--- config.mk ---
export PLATFORM = sky130hd
export DESIGN_NAME = chacha_stream_xor
export DESIGN_NICKNAME = d
export VERILOG_FILES = /design/src/rtl/chacha_stream_xor.sv
export SDC_FILE = /design/constraint.sdc
export NUM_CORES = 2
export LEC_CHECK = 0
export BUFFER_PORTS_ARGS = -buffer_cell sky130_fd_sc_hd__buf_4
export CORE_AREA = 2 2 376 378
export CTS_CLUSTER_DIAMETER = 60
export DETAILED_ROUTE_END_ITERATION = 10
export DIE_AREA = 0 0 378 380
export HOLD_SLACK_MARGIN = 0.1
export RECOVER_POWER = 50
export SLEW_MARGIN = 10
export SYNTH_ARGS = -nofsm -noshare
export SYNTH_HDL_FRONTEND = slang
export SYNTH_SLANG_ARGS = --single-unit
--- constraint.sdc ---
create_clock -name clk -period 3.2 [get_ports clk]
set_input_delay 0.16 -clock clk [delete_from_list [all_inputs] [get_ports clk]]
set_output_delay 0.16 -clock clk [all_outputs]
set_load 0.05 [all_outputs]
--- src/rtl/chacha_stream_xor.sv ---
`timescale 1ns/1ps
module chacha_stream_xor #(
  parameter int BLK_BYTES = 64,
  parameter int LEN_W     = 32,
  parameter int CTR_W     = 128
) (
  input  logic                   clk,
  input  logic                   rst_n,
  input  logic                   start,
  input  logic [CTR_W-1:0]       init_ctr,
  input  logic [LEN_W-1:0]       msg_len,
  output logic                   busy,
  output logic                   done,
  output logic [CTR_W-1:0]       final_ctr,
  output logic                   ks_req,
  output logic [CTR_W-1:0]       ks_ctr,
  input  logic                   ks_ack,
  input  logic [BLK_BYTES*8-1:0] ks_data,
  input  logic                   in_valid,
  output logic                   in_ready,
  input  logic [7:0]             in_byte,
  output logic                   out_valid,
  input  logic                   out_ready,
  output logic [7:0]             out_byte,
  output logic                   out_last
);
  localparam int IW = $clog2(BLK_BYTES);
  localparam logic [IW-1:0] IDX_END = IW'(BLK_BYTES - 1);

  typedef enum logic [1:0] {S_IDLE, S_FETCH, S_RUN, S_FLUSH} st_t;

  st_t                   st;
  logic [CTR_W-1:0]      ctr;
  logic [LEN_W-1:0]      remain;
  logic [IW-1:0]         idx;
  logic [BLK_BYTES*8-1:0] ks;
  logic                  take;
  logic [7:0]            ks_byte;

  assign busy      = (st != S_IDLE);
  assign ks_req    = (st == S_FETCH);
  assign ks_ctr    = ctr;
  assign final_ctr = ctr;
  assign in_ready  = (st == S_RUN) && (!out_valid || out_ready);
  assign take      = in_valid && in_ready;
  assign ks_byte   = ks[idx*8 +: 8];

  always_ff @(posedge clk) begin
    if (!rst_n) begin
      st        <= S_IDLE;
      ctr       <= '0;
      remain    <= '0;
      idx       <= '0;
      ks        <= '0;
      out_valid <= 1'b0;
      out_byte  <= '0;
      out_last  <= 1'b0;
      done      <= 1'b0;
    end else begin
      done <= 1'b0;
      if (out_valid && out_ready) out_valid <= 1'b0;
      case (st)
        S_IDLE: if (start) begin
          ctr    <= init_ctr;
          remain <= msg_len;
          idx    <= '0;
          if (msg_len == '0) done <= 1'b1;
          else               st   <= S_FETCH;
        end
        S_FETCH: if (ks_ack) begin
          ks          <= ks_data;
          idx         <= '0;
          ctr[31:0]   <= ctr[31:0] + 32'd1;
          st          <= S_RUN;
        end
        S_RUN: if (take) begin
          out_byte  <= in_byte ^ ks_byte;
          out_last  <= (remain == LEN_W'(1));
          out_valid <= 1'b1;
          remain    <= remain - LEN_W'(1);
          idx       <= idx + IW'(1);
          if (remain == LEN_W'(1)) st <= S_FLUSH;
          else if (idx == IDX_END) st <= S_FETCH;
        end
        S_FLUSH: if (out_valid && out_ready) begin
          st   <= S_IDLE;
          done <= 1'b1;
        end
        default: st <= S_IDLE;
      endcase
    end
  end


  no_input_while_fetch_chk: assert property (@(posedge clk) disable iff (!rst_n)
    ks_req |-> !in_ready);


  req_held_chk: assert property (@(posedge clk) disable iff (!rst_n)
    (ks_req && !ks_ack) |=> (ks_req && $stable(ks_ctr)));


  out_hold_chk: assert property (@(posedge clk) disable iff (!rst_n)
    (out_valid && !out_ready) |=> (out_valid && $stable(out_byte) && $stable(out_last)));


  done_pulse_chk: assert property (@(posedge clk) disable iff (!rst_n)
    done |=> !done);


  done_after_last_chk: assert property (@(posedge clk) disable iff (!rst_n)
    (out_valid && out_ready && out_last) |=> done);
endmodule

==> out/metrics.csv <==
metric,value,unit
Final Net Count,5894,
status,finished clean,
layout cell share with drive strength beyond 1,21.1,%
Total Routing Usage GR,20.4,%
Root Buffer Master,clkbuf_16,
fraction of registers with async set/reset,0,%
ys flop type,dfxtp_1,
Critical Path AT,3780,ps
measured slew at the worst slew-check pin,1300,ps
Port Buf Inserts,955,
Slew headroom,13.0,%
DIE WIDTH,378,um
Worst Path Buf+Inv,3,
"antenna viol nets, final",0,
setup slack after layout,87.5,ps
hpwl dp,113,mm
worst-case clock skew,69.3,ps
drt drc,0,
CTS tree,built,
PwrDens,702,nW/um2
CP Class,flip-flop to flip-flop,
Post-Syn Instances,3759,
Initial Util,22.1,%
worst-path maximum fanout,21,
"Seq/Total Area, Yosys",45.0,%
Synth Cell Area,30800,um2
1st-pass router iterations,6,
pre-CTS setup slack,409,ps
cell family with most CP delay,buffers and inverters,
"Design Area, Final",48700,um2
Initial DRC Count,2772,
final worst-path cycle share,97.3,%
H-tree levels,3,
vias in the first global route,33400,
cts bufs inserted,92,
total die area,144000,um2
Rows,137,
post-synthesis cell type count,65,
placed cells,6272,
Final Slew Violations,0,
internal power,20.4,mW
global route total overflow,0,
Crit path largest cell delay,580,ps
Final min period,3110,ps
"flops & latches, synth",691,
wire per inst,21.5,um
Switching Share,40.4,%
initial antenna violation count,45,
Syn Nets,4454,
sequential share of power,33.1,%
crit path max-delay cell type,dlygate4sd3_1,
Final Hold Fails,0,
CP Cell Sequence,buf_12 > buf_4 > mux4_2 > a22o_1 > a211o_1 > a211oi_1 > nand4_1 > dlygate4sd3_1 > nand3_1,
Final Setup Violations,0,
post-layout power,34.2,mW
first-pass GRT wire length,220,mm
routability cong.,0.910,
CP endpoint kind,flip-flop,
worst endpoint required time,3860,ps
max-cap violations,0,
clock share of power,32.2,%
Clock Latency Late Sink,720,ps
I/O pin count,956,
Peak Freq,0.321,GHz
"EDFF count, synth",0,
Min-Delay Startpoint,ks_ack,
Non-Filler Instances,7176,
dpl cell area,39300,um2
CP Launch Type,flip-flop,
core area,139000,um2
Worst-path clk slew,60,ps
NetSw,13.8,mW
Comb power frac,34.7,%
Hold/Removal Path Class,input pin to flip-flop,
leakage power,18.1,nW
Max Buffers Root-to-Sink,3,
Vias,34000,
final WL,154,mm
CP Launch Point,idx[0]$_SDFFE_PN0P_,
Die Height,380,um
Syn Area/Cell,8.19,um2
largest net degree at the start of global routing,166,
Ys Warns,0,
TritonCTS Sinks,691,
Avg Vias per Cell,4.73,
RSZ-0062 raised after global routing,true,
worst vdd ir,0.525,mV
Area Overhead vs Synth,58.3,%
worst r2r src,idx[0]$_SDFFE_PN0P_,
## cells by family after synthesis
group / Yosys count / share of synthesized area (%)
AND/OR/NAND/NOR: 1530 / 20.3
AO/OA/AOI/OAI: 920 / 17.0
flip-flops: 691 / 45.0
buffers and inverters: 446 / 7.31
multiplexers: 163 / 10.1
adder cells (fa/ha/maj): 9 / 0.366
## repair_timing
action,in CTS,in global routing
gates resized for setup,0,3
setup endpoints to repair,0,2
setup buffers,0,2
hold buffers,707,0
endpoints found under the hold margin,688,0
## final cells by class
cell class / instances / area (um2)
Fill cell: 14300 / 90500
Inverter: 23 / 93.8
Sequential cell: 691 / 13800
Timing Repair Buffer: 1769 / 14300
Clock inverter: 48 / 682
Tap cell: 1876 / 2350
Clock buffer: 120 / 2610
Antenna cell: 27 / 67.6
Multi-Input combinational cell: 2622 / 14700
## through the flow
step | util (%) | setup TNS [ps] | hold slack (ps)
4_1_cts | 35.7 | 0 | 102
3_3_place_gp | 28.2 | 0 | 406
5_1_grt | 35.0 | -124 | 159
2_1_floorplan | - | 0 | 296
6_report | 35.0 | 0 | 154
3_5_place_dp | 28.2 | 0 | 418
## synth_stat cells (10+ instances only)
library cell / count / share of area (%)
inv_1: 21 / 0.26
dfxtp_1: 691 / 45
o21ai_0: 38 / 0.62
mux4_2: 118 / 8.6
a31oi_1: 16 / 0.33
nand4_1: 20 / 0.41
a211oi_1: 23 / 0.56
nor2_1: 61 / 0.74
and2_1: 14 / 0.28
nand3_1: 32 / 0.52
nand2_1: 1276 / 16
or3_1: 15 / 0.30
buf_2: 13 / 0.21
o221ai_1: 10 / 0.28
nor2b_1: 12 / 0.24
o21a_1: 18 / 0.44
buf_1: 30 / 0.37
nor3_1: 32 / 0.52
o221a_2: 18 / 0.66
clkbuf_1: 235 / 2.9
nor4_1: 19 / 0.39
nand2b_1: 10 / 0.20
a21oi_1: 677 / 11
mux2i_1: 43 / 1.4
a22o_1: 12 / 0.34
o22ai_1: 36 / 0.73
buf_4: 141 / 3.4
## path summary, 6_finish.rpt
| kind | slack, ps | to | depth (start not counted) |
|---|---|---|---|
| worst max-delay path | 90 | out_byte[6]$_SDFFE_PN0P_ | 9 |
| worst min-delay path | 150 | ks[103]$_SDFFE_PN0P_ | 5 |
| worst max register to register | 90 | out_byte[6]$_SDFFE_PN0P_ | 9 |
| worst min register to register | 450 | ks[156]$_SDFFE_PN0P_ | 2 |
## tightest hold or removal path, delay by kind of cell
family | cells | cell delay [ps]
buffers and inverters | 2 | 300
and+or+nand+nor | 2 | 300
AOI/OAI and AO/OA | 1 | 50
## state kept, by name (all words and copies together) (netlist names)
name,cells
done,1
final_ctr,128
idx,6
ks,512
out_byte,8
out_last,1
out_valid,1
remain,32
st,2
## cells in the final DEF (no fill, tap or decap), types with 36 or more instances in the layout
| cell type | count |
|---|---|
| mux2i_1 | 43 |
| nor2_1 | 60 |
| o21ai_0 | 37 |
| a21oi_1 | 676 |
| o22ai_1 | 36 |
| dfxtp_1 | 688 |
| dlygate4sd3_1 | 707 |
| buf_4 | 762 |
| mux4_2 | 118 |
| clkbuf_1 | 278 |
| clkbuf_16 | 93 |
| nand2_1 | 1275 |
## metal layers
metal | GRT usage (%) | wire, um | up-vias
met5 | 0 | 121 | -
met4 | 9.48 | 7830 | 18
met3 | 4.64 | 12400 | 389
met2 | 32.5 | 69100 | 1564
met1 | 26.2 | 65000 | 16300
li1 | - | - | 15700
## power groups by stage
stage          Clock, mW  Combinational [mW]  Sequential (mW)
4_1_cts             11.2                12.4             11.3
3_3_place_gp           0                11.5             11.5
3_5_place_dp           0                11.6             11.5
6_report            11.0                11.9             11.3
2_1_floorplan          0                6.79             12.3
5_1_grt             11.6                12.7             11.5
Note: power is estimated with default switching activity, not from simulation.
